File: src/rtl/subcarrier_nco_pkg.sv
package subcarrier_nco_pkg;

  typedef enum logic [1:0] {
    PIN_IGNORE      = 2'b00,
    PIN_PHASE_RESET = 2'b01,
    PIN_SERIAL_FREQ = 2'b10,
    PIN_SPARE       = 2'b11
  } pin_mode_e;

  typedef struct packed {
    logic loadProg;
    logic loadSerial;
    logic zeroPhase;
  } nco_strobe_t;

endpackage

File: src/rtl/subcarrier_nco_ctrl.sv
module subcarrier_nco_ctrl
  import subcarrier_nco_pkg::*;
#(
  parameter int FRAME_BITS = 67,
  parameter int BIT_CLKS   = 2,
  parameter int FIELD_LO   = 0,
  parameter int FIELD_HI   = 21,
  localparam int FW        = FIELD_HI - FIELD_LO + 1
) (
  input  logic          clk,
  input  logic          rst_n,
  input  logic [1:0]    pinMode,
  input  logic          ctrlPin,
  input  logic          lineStart,
  input  logic          fieldStart,
  output nco_strobe_t   st,
  output logic [FW-1:0] rtcWord
);

  localparam int BIT_IDX_W = $clog2(FRAME_BITS + 1);
  localparam int SUB_W     = (BIT_CLKS > 1) ? $clog2(BIT_CLKS) : 1;
  localparam logic [SUB_W-1:0]     SUB_LAST = SUB_W'(BIT_CLKS - 1);
  localparam logic [SUB_W-1:0]     SUB_MID  = SUB_W'(BIT_CLKS / 2);
  localparam logic [BIT_IDX_W-1:0] IDX_LAST = BIT_IDX_W'(FRAME_BITS);
  localparam logic [BIT_IDX_W-1:0] IDX_LO   = BIT_IDX_W'(FIELD_LO);
  localparam logic [BIT_IDX_W-1:0] IDX_HI   = BIT_IDX_W'(FIELD_HI + 1);

  pin_mode_e mode;
  logic isReset, isSerial;
  logic pinPrev, riseEdge;
  logic pending;
  logic busy;
  logic [SUB_W-1:0]     subCnt;
  logic [BIT_IDX_W-1:0] bitIdx;
  logic [FW-1:0]        capReg, shadowWord;
  logic sampleNow, inField, frameDone;

  assign mode     = pin_mode_e'(pinMode);
  assign isReset  = (mode == PIN_PHASE_RESET);
  assign isSerial = (mode == PIN_SERIAL_FREQ);
  assign riseEdge = ctrlPin & ~pinPrev;

  // bitIdx 0 is the start bit; data bit k sits at bitIdx k+1
  assign inField   = (bitIdx > IDX_LO) && (bitIdx <= IDX_HI);
  assign sampleNow = busy && (bitIdx != '0) && (subCnt == SUB_MID);
  assign frameDone = busy && (bitIdx == IDX_LAST) && (subCnt == SUB_LAST);

  // pin history; reset high so a pin held high at release is no edge
  always_ff @(posedge clk) begin
    if (!rst_n) pinPrev <= 1'b1;
    else        pinPrev <= ctrlPin;
  end

  // field-aligned phase clear request
  always_ff @(posedge clk) begin
    if (!rst_n) pending <= 1'b0;
    else        pending <= isReset & (riseEdge | (pending & ~fieldStart));
  end

  // serial frame receiver
  always_ff @(posedge clk) begin
    if (!rst_n) begin
      busy       <= 1'b0;
      subCnt     <= '0;
      bitIdx     <= '0;
      capReg     <= '0;
      shadowWord <= '0;
    end else if (!isSerial) begin
      busy   <= 1'b0;
      subCnt <= '0;
      bitIdx <= '0;
    end else if (!busy) begin
      if (riseEdge) begin
        busy   <= 1'b1;
        subCnt <= SUB_W'(1);
        bitIdx <= '0;
      end
    end else begin
      if (sampleNow && inField) capReg <= {capReg[FW-2:0], ctrlPin};
      if (frameDone) begin
        busy       <= 1'b0;
        subCnt     <= '0;
        bitIdx     <= '0;
        shadowWord <= capReg;
      end else if (subCnt == SUB_LAST) begin
        subCnt <= '0;
        bitIdx <= bitIdx + 1'b1;
      end else begin
        subCnt <= subCnt + 1'b1;
      end
    end
  end

  assign st.loadProg   = ~isSerial;
  assign st.loadSerial = isSerial & lineStart;
  assign st.zeroPhase  = isReset & pending & fieldStart;
  assign rtcWord       = shadowWord;


  bit_range_chk: assert property (@(posedge clk) disable iff (!rst_n)
    bitIdx <= IDX_LAST);


  pend_clear_chk: assert property (@(posedge clk) disable iff (!rst_n)
    (isReset && pending && fieldStart && !riseEdge) |=> !pending);

endmodule

File: src/rtl/subcarrier_nco_path.sv
module subcarrier_nco_path
  import subcarrier_nco_pkg::*;
#(
  parameter int PHASE_W = 32,
  parameter int TABLE_W = 10,
  parameter int FW      = 22
) (
  input  logic               clk,
  input  logic               rst_n,
  input  nco_strobe_t        st,
  input  logic [PHASE_W-1:0] progFreq,
  input  logic [FW-1:0]      rtcWord,
  output logic [PHASE_W-1:0] phase,
  output logic [TABLE_W-1:0] tableIdx
);

  localparam int PAD_W = PHASE_W - FW;

  logic [PHASE_W-1:0] incr;
  logic pastValid;

  always_ff @(posedge clk) begin
    if (!rst_n)             incr <= '0;
    else if (st.loadProg)   incr <= progFreq;
    else if (st.loadSerial) incr <= {rtcWord, {PAD_W{1'b0}}};
  end

  always_ff @(posedge clk) begin
    if (!rst_n)            phase <= '0;
    else if (st.zeroPhase) phase <= '0;
    else                   phase <= phase + incr;
  end

  always_ff @(posedge clk) begin
    if (!rst_n) pastValid <= 1'b0;
    else        pastValid <= 1'b1;
  end

  assign tableIdx = phase[PHASE_W-1 -: TABLE_W];


  accum_step_chk: assert property (@(posedge clk) disable iff (!rst_n)
    (pastValid && !$past(st.zeroPhase)) |-> phase == PHASE_W'($past(phase) + $past(incr)));


  zero_apply_chk: assert property (@(posedge clk) disable iff (!rst_n)
    (pastValid && $past(st.zeroPhase)) |-> phase == '0);


  incr_hold_chk: assert property (@(posedge clk) disable iff (!rst_n)
    (pastValid && $past(!st.loadProg && !st.loadSerial)) |-> incr == $past(incr));

endmodule

File: src/rtl/subcarrier_nco.sv
module subcarrier_nco
  import subcarrier_nco_pkg::*;
#(
  parameter int PHASE_W    = 32,
  parameter int TABLE_W    = 10,
  parameter int FRAME_BITS = 67,
  parameter int BIT_CLKS   = 2,
  parameter int FIELD_LO   = 0,
  parameter int FIELD_HI   = 21
) (
  input  logic               clk,
  input  logic               rst_n,
  input  logic [1:0]         pinMode,
  input  logic               ctrlPin,
  input  logic               lineStart,
  input  logic               fieldStart,
  input  logic [PHASE_W-1:0] progFreq,
  output logic [PHASE_W-1:0] phase,
  output logic [TABLE_W-1:0] tableIdx
);

  localparam int FW = FIELD_HI - FIELD_LO + 1;

  nco_strobe_t   st;
  logic [FW-1:0] rtcWord;

  subcarrier_nco_ctrl #(
    .FRAME_BITS(FRAME_BITS),
    .BIT_CLKS  (BIT_CLKS),
    .FIELD_LO  (FIELD_LO),
    .FIELD_HI  (FIELD_HI)
  ) u_ctrl (
    .clk       (clk),
    .rst_n     (rst_n),
    .pinMode   (pinMode),
    .ctrlPin   (ctrlPin),
    .lineStart (lineStart),
    .fieldStart(fieldStart),
    .st        (st),
    .rtcWord   (rtcWord)
  );

  subcarrier_nco_path #(
    .PHASE_W(PHASE_W),
    .TABLE_W(TABLE_W),
    .FW     (FW)
  ) u_path (
    .clk     (clk),
    .rst_n   (rst_n),
    .st      (st),
    .progFreq(progFreq),
    .rtcWord (rtcWord),
    .phase   (phase),
    .tableIdx(tableIdx)
  );

endmodule

File: config.mk
export PLATFORM = sky130hd
export DESIGN_NAME = subcarrier_nco
export DESIGN_NICKNAME = d
export VERILOG_FILES = /design/src/rtl/subcarrier_nco_pkg.sv /design/src/rtl/subcarrier_nco_ctrl.sv /design/src/rtl/subcarrier_nco_path.sv /design/src/rtl/subcarrier_nco.sv
export SDC_FILE = /design/constraint.sdc
export NUM_CORES = 1
export LEC_CHECK = 0
export BUFFER_PORTS_ARGS = -buffer_cell sky130_fd_sc_hd__buf_2
export CAP_MARGIN = 20
export CORE_AREA = 2 2 126 128
export CTS_CLUSTER_SIZE = 24
export DETAILED_ROUTE_END_ITERATION = 12
export DIE_AREA = 0 0 128 130
export SYNTH_ARGS = -nofsm -noshare
export SYNTH_HDL_FRONTEND = slang
export SYNTH_HIERARCHICAL = 1
export SYNTH_SLANG_ARGS = --single-unit
File: constraint.sdc
create_clock -name clk -period 2.9 [get_ports clk]
set_input_delay 0.145 -clock clk [delete_from_list [all_inputs] [get_ports clk]]
set_output_delay 0.145 -clock clk [all_outputs]
set_load 0.05 [all_outputs]
==> out/results.txt <==
R2R Path Start: u_path/phase[0]
yosys warns: 6
die area: 0.01664 sq mm
hold path depth: 4
number of synthesized flops with an enable pin: 0
Pre-antenna DRT Iters: 5
vias per std cell: 5.380
Syn Area/Cell: 8.811 sq um
Post-Syn Area: 0.006335 sq mm
endpoints failing hold: 0
slowest CP cell: fa_1
Root Buffer Master: clkbuf_16
Max-Cap Viols: 0
Starting Density: 0.4107
worst-margin pin slew: 849.6 ps
status: completed
Layout Nets: 868
Slew HR: 0.4324
crit path kind: flop to flop
Setup-failing EPs final: 0
top cells by count, synth: dfxtp_1, nand2_1, mux2i_1, nor2_1, a21oi_1
top cells by area, synth: dfxtp_1, mux2i_1, ha_1
crit path cell chain: ha_1 > fa_1 > a21o_1 > a311o_1 > nand2_1 > o311ai_0 > a221oi_1 > xor2_1 > nor2_1
Hold Crit Endpoint: u_path/incr[20]
Syn Nets: 793
area grow syn2layout: 17.99%
Routed WL per cell: 15.46 microns
max-slew violation count: 0
area post-placement: 0.006819 sq mm
cell leakage power: 0.003257 uW
post-synth top area cell: dfxtp_1
first-pass GRT wire length: 25.42 mm
setup slack, reg-to-reg: 300 ps
CP Capture Type: flop
Critical Path Start Type: flop
cts bufs inserted: 17
Clock Latency Late Sink: 410 ps
TritonCTS clock tree: yes
largest stage delay on the critical path: 420 ps
IO Port Bufs: 80
cell count after placement: 956
#FFs+latches synth: 119
RSZ-0062 raised after global routing: false
worst reg2reg path depth: 9
row count: 46
largest net degree at the start of global routing: 65
critical path arrival: 2900 ps
HPWL Detailed: 11.23 mm
RR Endpoint: u_path/phase[16]
Mapped Cells: 719
delay-heaviest family, CP: compound AO/OA/AOI/OAI gates
fin util: 0.4846
synth unique cells: 59
H-tree depth reported by CTS: 4
via count: 5369
gpl congestion: 0.9251
Seq/Total Area, Yosys: 0.3761
Hold Startpoint: progFreq[20]
Die W: 128 microns
top_reg_cell synth: dfxtp_1
pwr dens: 653.4 mW/mm^2
CTS max path bufs: 2
clock skew: 7.682 ps
Routed Wire Length: 15.43 mm
post-synthesis async set-or-reset flop share: 0
Worst Path Required: 3190 ps
post-route ant nets: 0
setup_tns: 0 ps
maximum vdd ir drop: 368.7 uV
Hold/Removal Path Class: primary input to flop
die height: 130 microns
initial antenna violation count: 2
Final Critical Period: 2603 ps
cell with the most instances after synthesis: dfxtp_1
share of cells above drive strength 1: 0.1592
Stages on worst setup path: 9
top cell type's share of synthesized area: 0.3761
Final Cell Area: 0.007475 sq mm
GRT Overall Usage: 0.1922
Bufs and invs on worst path: 0
fmax: 384.2 MHz
Reg clk slew, reported paths: 50 ps
Max Fanout on Critical Path: 3
Iter 0 DRT Violations: 385
clock sink count: 119
Final period util: 0.8974
residual DRC count: 0
grt total ovfl: 0
I/O pin count: 81
vias in the first global route: 5196
final cell count without fillers: 998
post-CTS setup buffers: 0
core area: 0.01542 sq mm
## worst max-delay path by stage
stage | from | to
after floorplan | u_path/phase[0] | u_path/phase[16]
final | u_path/phase[0] | u_path/phase[16]
after detailed placement | u_path/phase[0] | u_path/phase[16]
after global routing | u_path/phase[0] | u_path/phase[16]
after global placement | u_path/phase[0] | u_path/phase[16]
after CTS | u_path/phase[0] | u_path/phase[16]
## cell usage in the layout, fill, tap and decap left out, drive strengths merged, types with 15 or more instances in the layout
cell type    n
nor3        15
nor2        47
clkbuf      25
mux2i       69
buf         89
nor2b       36
nand2       80
ha          34
a21oi       45
a21o        15
xor2        17
dfxtp      119
o21ai       41
and2        27
## metal layers
layer	global-route usage	vias up	wire, microns
met4	0.08403	0	370
met2	0.3224	151	7111
li1	-	2680	-
met3	0.04551	36	802
met5	0	-	0
met1	0.2371	2502	7150
## flip-flops by register name (all words and copies together), names as in the netlist
| name | cells |
|---|---|
| u_path/incr | 32 |
| u_path/phase | 32 |
| u_ctrl/capReg | 22 |
| u_ctrl/rtcWord | 22 |
| u_ctrl/bitIdx | 7 |
| u_ctrl/busy | 1 |
| u_ctrl/pending | 1 |
| u_ctrl/pinPrev | 1 |
| u_ctrl/subCnt | 1 |
## power by group
| group | internal [uW] | total (uW) | switching, uW | leakage (uW) |
|---|---|---|---|---|
| Combinational | 349 | 1130 | 782 | 0.00202 |
| Clock | 1250 | 1940 | 692 | 0.000269 |
| Sequential | 1740 | 1810 | 72.8 | 0.000973 |
| Total | 3340 | 4880 | 1550 | 0.00326 |
## through the flow
step	power, uW	hold WS, ps	setup WS, ps
floorplan	2727	246.5	289.2
global placement	2945	397.1	365.2
detailed placement	2957	405.4	339.8
CTS	4924	25.68	306.1
global route	5104	56.52	154.0
finish	4884	42.47	297.4
## cells by family (layout without fill, tap and decap cells)
group / count (synthesis) / count (layout) / share of synthesized area
and+or+nand+nor: 260 / 260 / 0.2125
AOI/OAI and AO/OA: 155 / 155 / 0.1527
adders and majority gates: 35 / 35 / 0.07031
DFF: 119 / 119 / 0.3761
muxes: 69 / 69 / 0.1090
buffers and inverters: 55 / 140 / 0.04345
xor gates and xnor gates: 26 / 26 / 0.03595
other: 0 / 2 / 0
## timing repair
| item | CTS | global route |
|---|---|---|
| resized for setup | 0 | 0 |
| hold buffers | 11 | 0 |
| hold endpoints to repair | 11 | 0 |
## worst reg2reg max path, cell delays in order (launching register included)
cell	delay (ps)
dfxtp_1	310
ha_1	220
fa_1	420
a21o_1	230
a311o_1	390
nand2_1	70
o311ai_0	240
a221oi_1	370
xor2_1	190
nor2_1	50
## layout make-up
class / count / area (sq um)
antenna: 2 / 5.005
clock buffer: 25 / 495.5
clock inverter: 4 / 45.04
fill: 1478 / 7950
inverter: 11 / 41.29
multi-input combinational: 545 / 3687
sequential: 119 / 2382
tap: 192 / 240.2
timing repair buffer: 100 / 578.1
No activity file was read; power rests on OpenSTA's default activity.
